===== src/rtl/rxfifo_pkg.sv =====
package rxfifo_pkg;
    localparam int INSTR_BITS  = 8;
    localparam int DATA_BITS   = 32;
    localparam int STATUS_BITS = 8;
    localparam int FRAME_BITS  = INSTR_BITS + DATA_BITS + STATUS_BITS;
    localparam int CNT_W       = $clog2(DATA_BITS + 1);
    localparam int IDX_W       = $clog2(DATA_BITS);
    localparam int POS_W       = $clog2(FRAME_BITS + 1);
endpackage


===== src/rtl/bitfifo_store.sv =====
module bitfifo_store
    import rxfifo_pkg::*;
#(
    parameter int DEPTH = 256,
    localparam int AW = $clog2(DEPTH),
    localparam int FW = AW + 1
) (
    input  logic             clk,
    input  logic             rst_n,
    input  logic             wr_en,
    input  logic             wr_bit,
    input  logic             init,
    input  logic             commit,
    input  logic [CNT_W-1:0] commit_cnt,
    input  logic [IDX_W-1:0] peek_idx,
    output logic             peek_bit,
    output logic [FW-1:0]    fill,
    output logic             ovf
);
    typedef struct packed {
        logic [DEPTH-1:0] mem;
        logic [AW-1:0]    wptr;
        logic [AW-1:0]    rptr;
        logic [FW-1:0]    fill;
        logic             ovf;
    } store_t;

    store_t s_d, s_q;
    logic   accept;

    always_comb begin
        s_d    = s_q;
        accept = 1'b0;
        if (init) begin
            s_d.wptr = '0;
            s_d.rptr = '0;
            s_d.fill = '0;
            s_d.ovf  = 1'b0;
        end else begin
            if (wr_en) begin
                if (s_q.fill == FW'(DEPTH)) begin
                    s_d.ovf = 1'b1;
                end else begin
                    s_d.mem[s_q.wptr] = wr_bit;
                    s_d.wptr          = s_q.wptr + 1'b1;
                    accept            = 1'b1;
                end
            end
            if (commit) begin
                s_d.rptr = s_q.rptr + AW'(commit_cnt);
            end
            s_d.fill = s_q.fill + FW'(accept) - (commit ? FW'(commit_cnt) : '0);
        end
    end

    always_ff @(posedge clk or negedge rst_n) begin
        if (!rst_n) s_q <= '0;
        else        s_q <= s_d;
    end

    assign peek_bit = s_q.mem[s_q.rptr + AW'(peek_idx)];
    assign fill     = s_q.fill;
    assign ovf      = s_q.ovf;

    assert_fill_bound_R6: assert property (@(posedge clk) disable iff (!rst_n)
        s_q.fill <= FW'(DEPTH));
    assert_full_write_sets_ovf_R6: assert property (@(posedge clk) disable iff (!rst_n)
        (wr_en && !init && fill == FW'(DEPTH)) |=> ovf);
    assert_ovf_sticky_R6: assert property (@(posedge clk) disable iff (!rst_n)
        (ovf && !init) |=> ovf);
    assert_init_empties_R11: assert property (@(posedge clk) disable iff (!rst_n)
        init |=> (fill == '0 && !ovf));
    assert_commit_within_fill_R5: assert property (@(posedge clk) disable iff (!rst_n)
        commit |-> (FW'(commit_cnt) <= fill));
endmodule


===== src/rtl/rx_init_ctrl.sv =====
module rx_init_ctrl (
    input  logic frame_start,
    input  logic cycle_start,
    input  logic fs_init_en,
    input  logic cs_init_en,
    input  logic fifo_lock,
    input  logic ovf,
    output logic init
);
    logic fs_hit, cs_hit;

    always_comb begin
        fs_hit = frame_start && (ovf || (fs_init_en && !fifo_lock));
        cs_hit = cycle_start && cs_init_en;
        init   = fs_hit || cs_hit;
    end
endmodule


===== src/rtl/spi_burst_reader.sv =====
module spi_burst_reader
    import rxfifo_pkg::*;
#(
    parameter logic [INSTR_BITS-1:0] READ_OP = 8'h6C,
    parameter int FILL_W = 9
) (
    input  logic             clk,
    input  logic             rst_n,
    input  logic             spi_csn,
    input  logic             spi_sclk,
    input  logic             spi_mosi,
    input  logic [FILL_W-1:0] fill,
    input  logic             ovf,
    input  logic             peek_bit,
    input  logic             init,
    output logic [IDX_W-1:0] peek_idx,
    output logic             commit,
    output logic [CNT_W-1:0] commit_cnt,
    output logic             spi_miso,
    output logic             spi_miso_oe
);
    localparam logic [POS_W-1:0] POS_DATA = POS_W'(INSTR_BITS);
    localparam logic [POS_W-1:0] POS_STAT = POS_W'(INSTR_BITS + DATA_BITS);
    localparam logic [POS_W-1:0] POS_END  = POS_W'(FRAME_BITS);

    typedef struct packed {
        logic                  sclk;
        logic [POS_W-1:0]      pos;
        logic [INSTR_BITS-1:0] instr;
        logic                  match;
        logic [CNT_W-1:0]      cnt;
        logic                  sovf;
        logic                  pending;
        logic                  out;
        logic                  oe;
    } rd_t;

    rd_t r_d, r_q;
    logic                   rise, fall;
    logic [INSTR_BITS-1:0]  instr_nx;
    logic [STATUS_BITS-1:0] status_w;
    logic [POS_W-1:0]       stat_sel;
    logic                   sel_bit;

    assign peek_idx   = IDX_W'(r_q.pos - POS_DATA);
    assign status_w   = {r_q.sovf, 1'b0, (r_q.sovf ? CNT_W'(0) : r_q.cnt)};
    assign stat_sel   = POS_END - 1'b1 - r_q.pos;
    assign commit_cnt = r_q.cnt;
    assign commit     = spi_csn && r_q.pending && (r_q.pos == POS_END) && !init;

    always_comb begin
        if (r_q.pos < POS_DATA) begin
            sel_bit = 1'b0;
        end else if (r_q.pos < POS_STAT) begin
            sel_bit = !r_q.sovf && ({1'b0, peek_idx} < r_q.cnt) && peek_bit;
        end else if (r_q.pos < POS_END) begin
            sel_bit = status_w[stat_sel[$clog2(STATUS_BITS)-1:0]];
        end else begin
            sel_bit = 1'b0;
        end
    end

    always_comb begin
        r_d      = r_q;
        rise     = spi_sclk && !r_q.sclk;
        fall     = !spi_sclk && r_q.sclk;
        instr_nx = {r_q.instr[INSTR_BITS-2:0], spi_mosi};
        r_d.sclk = spi_sclk;
        if (spi_csn) begin
            r_d.pos     = '0;
            r_d.instr   = '0;
            r_d.match   = 1'b0;
            r_d.pending = 1'b0;
            r_d.out     = 1'b0;
            r_d.oe      = 1'b0;
        end else begin
            if (rise && r_q.pos < POS_END) begin
                r_d.pos = r_q.pos + 1'b1;
                if (r_q.pos < POS_DATA) begin
                    r_d.instr = instr_nx;
                end
                if (r_q.pos == POS_DATA - 1'b1 && instr_nx == READ_OP) begin
                    r_d.match   = 1'b1;
                    r_d.sovf    = ovf;
                    r_d.pending = !ovf;
                    r_d.cnt     = (fill >= FILL_W'(DATA_BITS)) ? CNT_W'(DATA_BITS)
                                                                : CNT_W'(fill);
                end
            end
            if (fall) begin
                r_d.out = sel_bit;
                r_d.oe  = r_q.match && (r_q.pos >= POS_DATA);
            end
            if (init) begin
                r_d.pending = 1'b0;
            end
        end
    end

    always_ff @(posedge clk or negedge rst_n) begin
        if (!rst_n) r_q <= '0;
        else        r_q <= r_d;
    end

    assign spi_miso    = r_q.out;
    assign spi_miso_oe = r_q.oe;

    assert_hiz_deselected_R2: assert property (@(posedge clk) disable iff (!rst_n)
        spi_csn |=> !spi_miso_oe);
    assert_hiz_instruction_R2: assert property (@(posedge clk) disable iff (!rst_n)
        (!spi_csn && r_q.pos < POS_DATA) |-> !spi_miso_oe);
    assert_count_bound_R4: assert property (@(posedge clk) disable iff (!rst_n)
        r_q.cnt <= CNT_W'(DATA_BITS));
    assert_s6_low_R4: assert property (@(posedge clk) disable iff (!rst_n)
        (spi_miso_oe && !r_q.sclk && r_q.pos == POS_STAT + 1'b1) |-> !spi_miso);
    assert_ovf_data_zero_R7: assert property (@(posedge clk) disable iff (!rst_n)
        (spi_miso_oe && r_q.sovf && !r_q.sclk && r_q.pos >= POS_DATA
         && r_q.pos < POS_STAT) |-> !spi_miso);
endmodule


===== src/rtl/rx_bit_fifo_spi.sv =====
module rx_bit_fifo_spi
    import rxfifo_pkg::*;
#(
    parameter int DEPTH = 256,
    parameter logic [INSTR_BITS-1:0] READ_OP = 8'h6C
) (
    input  logic clk,
    input  logic rst_n,
    input  logic wr_en,
    input  logic wr_bit,
    input  logic frame_start,
    input  logic cycle_start,
    input  logic fs_init_en,
    input  logic cs_init_en,
    input  logic fifo_lock,
    input  logic spi_csn,
    input  logic spi_sclk,
    input  logic spi_mosi,
    output logic spi_miso,
    output logic spi_miso_oe
);
    localparam int FW = $clog2(DEPTH) + 1;

    logic             init, commit, peek_bit, ovf;
    logic [CNT_W-1:0] commit_cnt;
    logic [IDX_W-1:0] peek_idx;
    logic [FW-1:0]    fill;

    rx_init_ctrl u_init (
        .frame_start (frame_start),
        .cycle_start (cycle_start),
        .fs_init_en  (fs_init_en),
        .cs_init_en  (cs_init_en),
        .fifo_lock   (fifo_lock),
        .ovf         (ovf),
        .init        (init)
    );

    bitfifo_store #(.DEPTH(DEPTH)) u_store (
        .clk        (clk),
        .rst_n      (rst_n),
        .wr_en      (wr_en),
        .wr_bit     (wr_bit),
        .init       (init),
        .commit     (commit),
        .commit_cnt (commit_cnt),
        .peek_idx   (peek_idx),
        .peek_bit   (peek_bit),
        .fill       (fill),
        .ovf        (ovf)
    );

    spi_burst_reader #(.READ_OP(READ_OP), .FILL_W(FW)) u_reader (
        .clk         (clk),
        .rst_n       (rst_n),
        .spi_csn     (spi_csn),
        .spi_sclk    (spi_sclk),
        .spi_mosi    (spi_mosi),
        .fill        (fill),
        .ovf         (ovf),
        .peek_bit    (peek_bit),
        .init        (init),
        .peek_idx    (peek_idx),
        .commit      (commit),
        .commit_cnt  (commit_cnt),
        .spi_miso    (spi_miso),
        .spi_miso_oe (spi_miso_oe)
    );

    assert_frame_start_clears_ovf_R8: assert property (@(posedge clk) disable iff (!rst_n)
        (frame_start && ovf) |=> (!ovf && fill == '0));
    assert_cycle_start_empties_R10: assert property (@(posedge clk) disable iff (!rst_n)
        (cycle_start && cs_init_en) |=> (fill == '0));
    assert_locked_frame_start_keeps_R9: assert property (@(posedge clk) disable iff (!rst_n)
        (frame_start && fifo_lock && !ovf && !cycle_start && !wr_en && !commit)
        |=> $stable(fill));
endmodule


===== config.mk =====
export PLATFORM = sky130hd
export DESIGN_NAME = rx_bit_fifo_spi
export DESIGN_NICKNAME = d
export VERILOG_FILES = /design/src/rtl/rxfifo_pkg.sv /design/src/rtl/bitfifo_store.sv /design/src/rtl/rx_init_ctrl.sv /design/src/rtl/spi_burst_reader.sv /design/src/rtl/rx_bit_fifo_spi.sv
export SDC_FILE = /design/constraint.sdc
export NUM_CORES = 1
export LEC_CHECK = 0
export BUFFER_PORTS_ARGS = -buffer_cell sky130_fd_sc_hd__buf_2
export CAP_MARGIN = 20
export CORE_MARGIN = 2
export CORE_UTILIZATION = 65
export DETAILED_ROUTE_END_ITERATION = 6
export PLACE_DENSITY = 0.82
export RECOVER_POWER = 100
export SYNTH_ARGS = -nofsm -noshare
export SYNTH_HDL_FRONTEND = slang
export SYNTH_SLANG_ARGS = --single-unit

===== constraint.sdc =====
create_clock -name clk -period 10.7 [get_ports clk]
set_input_delay 2.14 -clock clk [delete_from_list [all_inputs] [get_ports clk]]
set_output_delay 2.14 -clock clk [all_outputs]
set_load 0.005 [all_outputs]

==> flow_summary.json, run 1 <==
{
  "cts.sinks": 307,
  "holdCritPathClass": "reg -> reg",
  "dpl.cell_count": 1683,
  "drtIter0Drc": 1173,
  "ff2ff_path_depth": 10,
  "critPathMaxStageDelay_ns": 2.46,
  "cts_made_buffers": 34,
  "start_util_pct": 65.7,
  "n_fill_cell": 1706,
  "stdcell_count": 1747,
  "grt_setup_unrepaired": "false",
  "violations": "max-capacitance violations, max-slew violations",
  "dr.pass1.iters": 5,
  "r2r_slack_ns": 4.51,
  "grt_max_degree": 164,
  "drive_above_1_share_pct": 28.0,
  "fmax_ghz": 0.161,
  "relSlewSlack_pct": -152,
  "dp_hpwl_um": 22600,
  "n_antenna_cell": 0,
  "timing.rr.start": "u_reader.r_q[19]$_DFFE_PN0P_",
  "critPathSlowestCell": "clkbuf_1",
  "antenna_found_initial": 0,
  "synth_edf_count": 0,
  "tightest_slew_ns": 3.78,
  "cts_tree": "yes",
  "grt_pass1_wl_um": 61200,
  "grt_pass1_vias": 11300,
  "end_kind": "flop",
  "portBuffers": 13,
  "crit_path_cell_trace": "ha_2, inv_1, fa_2, clkbuf_1, mux4_2, mux2i_1, mux4_2, mux2i_1, a221oi_2, a21oi_1",
  "worstSkewPairLatency_ns": 0.54,
  "die_area_um2": 26600,
  "ys_seq_elements": 307,
  "crit_path_end": "u_reader.spi_miso$_DFFE_PN0P_",
  "p_total_mw": 2.70,
  "post_drt_wl_per_cell_um": 22.2,
  "yosysWarnings": 0,
  "finalCritPeriodShare_pct": 57.9,
  "layout.nets": 1447,
  "start_kind": "flop",
  "tns_ns": 0,
  "slew_viol_final": 141,
  "drc_errors": 0,
  "row_count": 58,
  "htreeDepth": 2,
  "area_growth_pct": 7.77,
  "core-area_um2": 25000,
  "grt_overflow_total": 0,
  "die_x_um": 163,
  "syn_area_per_cell_um2": 11.5,
  "status": "finished with violations",
  "vias": 11200,
  "r2r_end": "u_reader.spi_miso$_DFFE_PN0P_",
  "setup.worst_path.class": "reg -> reg",
  "path_clk_slew_ns": 0.06,
  "ys.flop_type": "dfrtp_1",
  "skew_ns": 0.0236,
  "viasPerCell": 6.39,
  "syn_nets": 1482,
  "cp.required_ns": 11.12,
  "synthesis.area_um2": 16400,
  "postCtsSetupBuffers": 0,
  "antenna_left": 0,
  "pwr_density_cell_nw_per_um2": 153,
  "post_cts_resized": 0,
  "p_leak_nw": 8.14,
  "cts_root_buffer": "clkbuf_16",
  "drv_cap": 4,
  "globalplace.congestion": 0.840,
  "grt_use_total_pct": 29.8,
  "arrival_ns": 6.61,
  "ios": 14,
  "finalHoldViolations": 0,
  "setup_violations": 0,
  "ctsHoldBuffers": 0,
  "crit_fanout": 51,
  "chipHeight_um": 163,
  "yosysSeqAreaShare_pct": 46.7,
  "worst_ir_drop_vdd_v": 0.000175,
  "syn_inst": 1427,
  "clock_path_buffers": 3,
  "cp-startpoint": "u_reader.r_q[19]$_DFFE_PN0P_",
  "fin_crit_ns": 6.19,
  "synth_cell_types": 59,
  "wl_um": 38700,
  "synthArstFlopShare_pct": 100
}
==> state kept, by name, summed over array words and instances, names as in the netlist <==
signal                cells
u_reader.r_q             10
u_store.ovf               1
u_reader.spi_miso         1
u_reader.commit_cnt       6
u_store.fill              9
u_reader.spi_miso_oe      1
u_reader.instr_nx         7
u_store.s_q             272
==> critical path: cells and delay by family (launching register included) <==
family | cells | cell delay (ns)
AOI/OAI and AO/OA | 2 | 0.32
adders and majority gates | 2 | 1.06
buffers and inverters | 2 | 2.51
DFF | 1 | 0.58
muxes | 4 | 1.59
==> layout by cell type (no fill, tap or decap), drive strengths merged, types with 3 or more instances in the layout <==
cell type / Yosys / layout
nor2: 317 / 317
dfrtp: 307 / 307
mux2: 259 / 259
mux4: 67 / 67
clkbuf: 71 / 59
nand2: 47 / 47
ha: 40 / 40
nand3: 37 / 37
inv: 33 / 35
mux2i: 30 / 30
o21ai: 29 / 29
a21oi: 22 / 22
buf: 27 / 19
xnor2: 15 / 15
nor2b: 13 / 13
xor2: 11 / 11
clkinv: 2 / 9
nand4: 8 / 8
a211oi: 8 / 8
and2: 8 / 8
and3: 6 / 6
nor3: 6 / 6
or3: 5 / 5
o21a: 5 / 5
o22ai: 5 / 5
a21boi: 4 / 4
nand2b: 4 / 4
a221oi: 4 / 4
a21o: 3 / 3
o21bai: 3 / 3
nor3b: 3 / 3
fa: 3 / 3
==> area by class of cell <==
cell class	count	area [µm²]	share of cell area, %
inverter	35	131	0.742
tap	330	413	2.33
clock inverter	10	93.8	0.530
timing repair buffer	27	189	1.07
clock buffer	51	1030	5.79
multi-input combinational	987	8180	46.2
sequential	307	7680	43.4
==> worst min path at each step <==
stage | start | depth (start not counted) | endpoint | slack, ns
after floorplan | u_reader.r_q[10]$_DFFE_PN0P_ | 2 | u_reader.r_q[10]$_DFFE_PN0P_ | 0.46
after global routing | u_store.s_q[122]$_DFFE_PN0P_ | 1 | u_store.s_q[122]$_DFFE_PN0P_ | 0.51
after global placement | u_reader.r_q[10]$_DFFE_PN0P_ | 2 | u_reader.r_q[10]$_DFFE_PN0P_ | 0.48
final | u_store.s_q[92]$_DFFE_PN0P_ | 1 | u_store.s_q[92]$_DFFE_PN0P_ | 0.50
after detailed placement | u_store.s_q[237]$_DFFE_PN0P_ | 1 | u_store.s_q[237]$_DFFE_PN0P_ | 0.49
after CTS | u_store.s_q[149]$_DFFE_PN0P_ | 1 | u_store.s_q[149]$_DFFE_PN0P_ | 0.50
==> cells in the mapped netlist (all sizes together), types with 27 or more instances <==
cell    count  area (µm²)
inv        33         124
nor2      317        1190
clkbuf     71         267
o21ai      29         145
mux2i      30         300
ha         40         500
mux4       67        1540
nand2      47         176
nand3      37         185
buf        27         170
dfrtp     307        7680
mux2      259        2920
==> through the flow <==
step                      utilization, %  hold WS (ns)  area [µm²]  setup WS (ns)
after floorplan                        -         0.460       16400           5.45
after global placement              66.2         0.476       16600           4.79
after detailed placement            66.2         0.488       16600           4.62
after CTS                           70.7         0.502       17700           5.13
after global routing                70.8         0.512       17700           3.75
final                               70.8         0.498       17700           4.51
==> metal layers <==
metal,part of all wire [%],global-route usage [%],vias up,wire length (µm)
met4,2.9,10.5,0,1140
met1,41,40.8,5718,15900
met3,6.8,4.77,89,2640
met2,49,49.1,446,19000
li1,-,-,4916,-
met5,0,0,-,0
==> logic make-up after synthesis <==
family	share of synthesized area [%]
xor+xnor	1.55
compound gates	4.10
mux	29.0
flops	46.7
buf+inv	3.46
simple gates	11.8
fa+ha+maj	3.41
==> power by group <==
| part | switching (mW) | internal, mW |
|---|---|---|
| clock network | 0.478 | 0.692 |
| registers | 0.0250 | 1.20 |
| logic | 0.194 | 0.121 |
Note: power is estimated with default switching activity, not from simulation.
==> run 2: changes to the inputs <==
ABC_AREA = 1   (was not set)
CORE_UTILIZATION = 64   (was 65)
PLACE_DENSITY = 0.8   (was 0.82)
clock period = 5.7 ns   (was 10.7 ns; I/O delays follow)
==> run 2 against run 1 <==
Effect of this change: the run still ends with max-capacitance violations, max-slew violations left; register-to-register slack got worse by 3.3 ns; design area increased by 0.76%; clock-buffer cell count increased by 3; flip-flop and latch count unchanged; core utilization decreased by 0.075 points; sequential power increased by 88%; clock skew decreased by 0.0080 ns; die area increased by 2.0%; critical path depth unchanged; non-clock buffer count increased by 30; critical endpoint is now u_store.s_q[29]$_DFFE_PN0P_; largest cell class unchanged.
==> flow_summary.json, run 2 <==
{
  "syn_area_per_cell_um2": 7.35,
  "post_cts_resized": 0,
  "core-area_um2": 25300,
  "finalHoldViolations": 0,
  "row_count": 58,
  "crit_fanout": 31,
  "portBuffers": 13,
  "tightest_slew_ns": 2.40,
  "r2r_end": "u_store.s_q[29]$_DFFE_PN0P_",
  "viasPerCell": 6.08,
  "setup.worst_path.class": "in -> reg",
  "critPathMaxStageDelay_ns": 1.69,
  "cp.depth": 10,
  "synthesis.area_um2": 16500,
  "worst_ir_drop_vdd_v": 0.000374,
  "area_growth_pct": 8.03,
  "pwr_density_cell_nw_per_um2": 292,
  "netlist.area_leader.share_pct": 46.5,
  "grt_use_total_pct": 36.1,
  "mostFrequentLayoutCells": "nand2_1 (854), nand3_1 (350), dfrtp_1 (307), o21ai_0 (294), inv_1 (115)",
  "place_ws_ns": 1.06,
  "drtIter0Drc": 2034,
  "synth_cell_types": 44,
  "start_util_pct": 65.4,
  "path_buf_inv": 3,
  "layout.nets": 2277,
  "setup_violations": 0,
  "grt_setup_unrepaired": "false",
  "dp_hpwl_um": 29100,
  "fin_area_um2": 17900,
  "status": "finished with violations",
  "fin_crit_ns": 4.70,
  "p_leak_nw": 7.93,
  "arrival_ns": 5.07,
  "globalplace.congestion": 0.934,
  "min_to": "u_store.s_q[40]$_DFFE_PN0P_",
  "yosysTopAreaCell": "dfrtp_1",
  "cts_tree": "yes",
  "yosysSeqAreaShare_pct": 46.5,
  "cts.sinks": 307,
  "post_drt_wl_per_cell_um": 18.5,
  "largest_reg_flops": 272,
  "r2r_slack_ns": 1.18,
  "crit_top_cell": "o21ai_0",
  "cts_made_buffers": 35,
  "synth_common_cells": "nand2_1 (854), nand3_1 (350), dfrtp_1 (307)",
  "cts_root_buffer": "clkbuf_16",
  "top_regs": "u_store.s_q: 272 flops, u_reader.r_q: 10 flops, u_store.fill: 9 flops",
  "path_clk_slew_ns": 0.05,
  "yosysWarnings": 0,
  "dpl-instance-area_um2": 16800,
  "synthMostInstantiatedCell": "nand2_1",
  "antenna_found_initial": 0,
  "die_area_um2": 27100,
  "fmax_ghz": 0.213,
  "start_kind": "input port",
  "critPathSlowestCell": "nor2_1",
  "clock_path_buffers": 3,
  "grt_pass1_wl_um": 77100,
  "holdCritPathClass": "reg -> reg",
  "crit_path_cell_trace": "buf_2, inv_1, o21ai_0, nand2_1, o21ai_0, nor2_1, clkbuf_1, nand3_1, nand2_1, o21ai_0",
  "tns_ns": 0,
  "ctsHoldBuffers": 0,
  "ff2ff_path_depth": 9,
  "hold_depth": 2,
  "setup_slack_ns": 1.00,
  "cpLargestDelayFamily": "simple AND/OR/NAND/NOR gates",
  "grt_overflow_total": 0,
  "ios": 14,
  "grt_max_degree": 149,
  "hold_start": "u_store.s_q[40]$_DFFE_PN0P_",
  "postCtsSetupBuffers": 0,
  "violations": "max-capacitance violations, max-slew violations",
  "vias": 15700,
  "skew_ns": 0.0156,
  "ys_seq_elements": 307,
  "drc_errors": 0,
  "largest-register": "u_store.s_q",
  "n_antenna_cell": 0,
  "syn_inst": 2248,
  "timing.rr.start": "u_store.ovf$_DFFE_PN0P_",
  "synthArstFlopShare_pct": 100,
  "worstSkewPairLatency_ns": 0.52,
  "grt_pass1_vias": 14900,
  "chipHeight_um": 165,
  "drv_cap": 4,
  "layout_commonest_cell": "nand2_1",
  "ys.flop_type": "dfrtp_1",
  "end_kind": "flop",
  "finalCritPeriodShare_pct": 82.4,
  "syn_nets": 2303,
  "cp.required_ns": 6.07,
  "drive_above_1_share_pct": 4.99,
  "htreeDepth": 2,
  "netlist_top_cells_area": "dfrtp_1 (46%), nand2_1 (19%), nand3_1 (11%), o21ai_0 (8.8%), ha_1 (3.0%)",
  "antenna_left": 0,
  "wl_um": 47600,
  "dr.pass1.iters": 5,
  "relSlewSlack_pct": -59.8,
  "synth_edf_count": 0,
  "die_x_um": 165,
  "slew_viol_final": 290
}
[run 2: cell types whose count changed after synthesis, moves of 29 or more]
cell and delta:
clkbuf_1 -29, mux2_2 -259, nor2_1 -242, nand2_1 +807
o21ai_0 +261, mux4_2 -58, mux2i_1 -30, inv_1 +81
buf_2 +44, nand3_1 +313
[run 2: how the worst max path moves through the flow]
stage	from	slack [ns]	endpoint
final	fs_init_en	1.00	u_store.s_q[29]$_DFFE_PN0P_
after global routing	rst_n	0.54	u_store.s_q[279]$_DFFE_PN0P_
after CTS	spi_csn	1.58	u_store.fill[8]$_DFF_PN0_
after detailed placement	spi_csn	1.06	u_store.fill[8]$_DFF_PN0_
after global placement	spi_csn	1.18	u_store.fill[8]$_DFF_PN0_
after floorplan	spi_csn	1.71	u_store.fill[8]$_DFF_PN0_
[run 2: kinds of logic after synthesis]
kind of cell | Yosys count | synth area share, %
simple gates | 1306 | 32.8
compound gates | 345 | 10.8
flops | 307 | 46.5
buf+inv | 243 | 6.28
fa+ha+maj | 43 | 3.39
xor+xnor | 4 | 0.212
[run 2: final cells by class]
type	count	area, µm²
inverter	123	472
tap	330	413
timing repair buffer	57	389
clock buffer	54	1040
multi-input combinational	1698	7810
sequential	307	7680
fill	2054	7400
clock inverter	5	50.0
[run 2: power breakdown]
part | switching (mW) | internal [mW]
Sequential | 0.0486 | 2.24
Clock | 0.886 | 1.29
Combinational | 0.532 | 0.213
Total | 1.47 | 3.75
[run 2: worst reg2reg max path: cells and delay by family, from the launching register on]
| kind | cells | cell delay [ns] |
|---|---|---|
| AND/OR/NAND/NOR | 4 | 2.17 |
| buffers and inverters | 2 | 1.24 |
| flip-flops | 1 | 0.36 |
| AO/OA/AOI/OAI | 3 | 0.62 |
[run 2: through the flow]
step	util [%]	hold WS (ns)	power, mW	cells
2_1_floorplan	-	0.453	2.82	2248
3_3_place_gp	66.4	0.462	3.04	2510
3_5_place_dp	66.5	0.467	3.06	2513
4_1_cts	70.8	0.481	5.23	2572
5_1_grt	70.7	0.500	5.43	2574
6_report	70.7	0.484	5.22	2574
[run 2: per-layer routing]
metal / global-route usage, % / wire length (µm) / vias up
met1: 48.9 / 19300 / 7388
li1: - / - / 7314
met5: 0 / 0 / -
met4: 15.9 / 2020 / 0
met2: 57.2 / 21900 / 804
met3: 6.93 / 4300 / 156
==> run 3: changes to the inputs <==
CORE_UTILIZATION = 58   (was 64)
PLACE_DENSITY = 0.77   (was 0.8)
clock period = 4.1 ns   (was 5.7 ns; I/O delays follow)
==> run 3 against run 2 <==
Effect of this change: the flow still finishes with violations (max-capacitance violations, max-slew violations); sequential share of layout area shrank 0.71 points; sequential power grew 39%; first-iteration DRC count is essentially flat; clock-buffer cell count shrank 3; hold slack lost 0.080 ns; worst setup slack lost 0.69 ns; via count shrank 0.74%; cell count grew 2.4%; flip-flop and latch count is the same; combinational power grew 41%; global-route usage shrank 3.6 points; critical path type is now reg -> reg; critical endpoint is now u_store.s_q[84]$_DFFE_PN0P_.
==> flow_summary.json, run 3 (same netlist as run 2, synthesis figures left out) <==
{
  "largest_reg_flops": 272,
  "end_kind": "flop",
  "dpl-instance-area_um2": 17000,
  "wl_um": 47900,
  "grt_pass1_vias": 14900,
  "multiInputGateArea_um2": 7810,
  "drive_above_1_share_pct": 5.98,
  "post_drt_wl_per_cell_um": 18.2,
  "path_buf_inv": 4,
  "cts_root_buffer": "clkbuf_16",
  "stdcell_count": 2635,
  "n_antenna_cell": 0,
  "skew_ns": 0.0252,
  "vias": 15500,
  "grt_use_total_pct": 32.5,
  "drc_errors": 0,
  "fin_area_um2": 18100,
  "dr.pass1.iters": 6,
  "die_x_um": 173,
  "timing.hold.ws_ns": 0.404,
  "setup_slack_ns": 0.315,
  "critPathSlowestCell": "clkbuf_2",
  "violations": "max-capacitance violations, max-slew violations",
  "place_ws_ns": 0.166,
  "antenna_left": 0,
  "chipHeight_um": 173,
  "mostFrequentLayoutCells": "nand2_1 (854), nand3_1 (350), dfrtp_1 (307), o21ai_0 (294), inv_1 (116)",
  "dp_hpwl_um": 29000,
  "tns_ns": 0,
  "holdCritPathClass": "in -> reg",
  "worstSkewPairLatency_ns": 0.53,
  "ff2ff_path_depth": 12,
  "top_regs": "u_store.s_q: 272 flops, u_reader.r_q: 10 flops, u_store.fill: 9 flops",
  "slew_viol_final": 234,
  "cts_tree": "yes",
  "drtIter0Drc": 2036,
  "dpl.cell_count": 2575,
  "start_kind": "flop",
  "finalCritPeriodShare_pct": 92.3,
  "pwr_density_cell_nw_per_um2": 410,
  "grt_max_degree": 129,
  "p_total_mw": 7.44,
  "row_count": 61,
  "arrival_ns": 4.15,
  "viasPerCell": 5.90,
  "p_leak_nw": 8.07,
  "final_util_pct": 65.0,
  "cp.required_ns": 4.46,
  "drv_cap": 3,
  "critPathMaxStageDelay_ns": 1.38,
  "grt_setup_unrepaired": "false",
  "grt_overflow_total": 0,
  "cp.depth": 12,
  "layout_commonest_cell": "nand2_1",
  "crit_fanout": 88,
  "cts_made_buffers": 35,
  "crit_top_cell": "nand2_1",
  "finalHoldViolations": 0,
  "setup_violations": 0,
  "core-area_um2": 27900,
  "status": "finished with violations",
  "regArea_um2": 7680,
  "crit_path_cell_trace": "inv_1, o21ai_0, nand2_1, o21ai_0, buf_4, nor2_1, clkbuf_2, nand2_1, inv_1, nand2_1, nand2_1, o21ai_0",
  "relSlewSlack_pct": -97.0,
  "largest-register": "u_store.s_q",
  "cp-startpoint": "u_store.ovf$_DFFE_PN0P_",
  "r2r_end": "u_store.s_q[84]$_DFFE_PN0P_",
  "tightest_slew_ns": 2.95,
  "postCtsSetupBuffers": 0,
  "worst_ir_drop_vdd_v": 0.000441,
  "path_clk_slew_ns": 0.06,
  "grt_pass1_wl_um": 78800,
  "area_growth_pct": 9.83,
  "crit_path_end": "u_store.s_q[84]$_DFFE_PN0P_",
  "ctsHoldBuffers": 0,
  "cpLargestDelayFamily": "buffers and inverters",
  "fmax_ghz": 0.264,
  "n_fill_cell": 2439,
  "cts.sinks": 307,
  "post_cts_resized": 0,
  "timing.rr.start": "u_store.ovf$_DFFE_PN0P_",
  "portBuffers": 13,
  "fin_crit_ns": 3.79,
  "r2r_slack_ns": 0.31,
  "ios": 14,
  "layout.nets": 2289,
  "clock_path_buffers": 3,
  "antenna_found_initial": 0,
  "setup.worst_path.class": "reg -> reg",
  "globalplace.congestion": 0.881,
  "start_util_pct": 59.2,
  "die_area_um2": 29900,
  "htreeDepth": 2
}
## run 3: worst min-delay path by stage
stage,from,endpoint,slack [ns],cells past startpoint
2_1_floorplan,u_store.s_q[27]$_DFFE_PN0P_,u_store.s_q[27]$_DFFE_PN0P_,0.45,2
3_5_place_dp,u_reader.spi_miso$_DFFE_PN0P_,u_reader.spi_miso$_DFFE_PN0P_,0.46,2
4_1_cts,spi_sclk,u_reader.r_q[25]$_DFF_PN0_,0.39,1
6_report,spi_sclk,u_reader.r_q[25]$_DFF_PN0_,0.40,1
5_1_grt,spi_sclk,u_reader.r_q[25]$_DFF_PN0_,0.39,1
3_3_place_gp,u_store.s_q[75]$_DFFE_PN0P_,u_store.s_q[75]$_DFFE_PN0P_,0.47,2
## run 3: where the power goes
part           switching [mW]  leakage (nW)  internal, mW
Clock                    1.26         0.588          1.94
Combinational           0.742          3.25         0.304
Sequential             0.0648          4.23          3.12
## run 3: final cells by class
type,instances,area share (%)
multi-input combinational,1698,43.0
sequential,307,42.3
clock buffer,51,5.94
timing repair buffer,69,2.96
tap,378,2.61
inverter,123,2.60
clock inverter,9,0.524
## run 3: routing by layer
layer  vias up  track usage (%)  share of wire (%)
met4         0             13.6                4.0
met1      7248             45.3                 41
met3       155             7.43                 11
met2       804             49.2                 44
li1       7339                -                  -
met5         -                0                  0
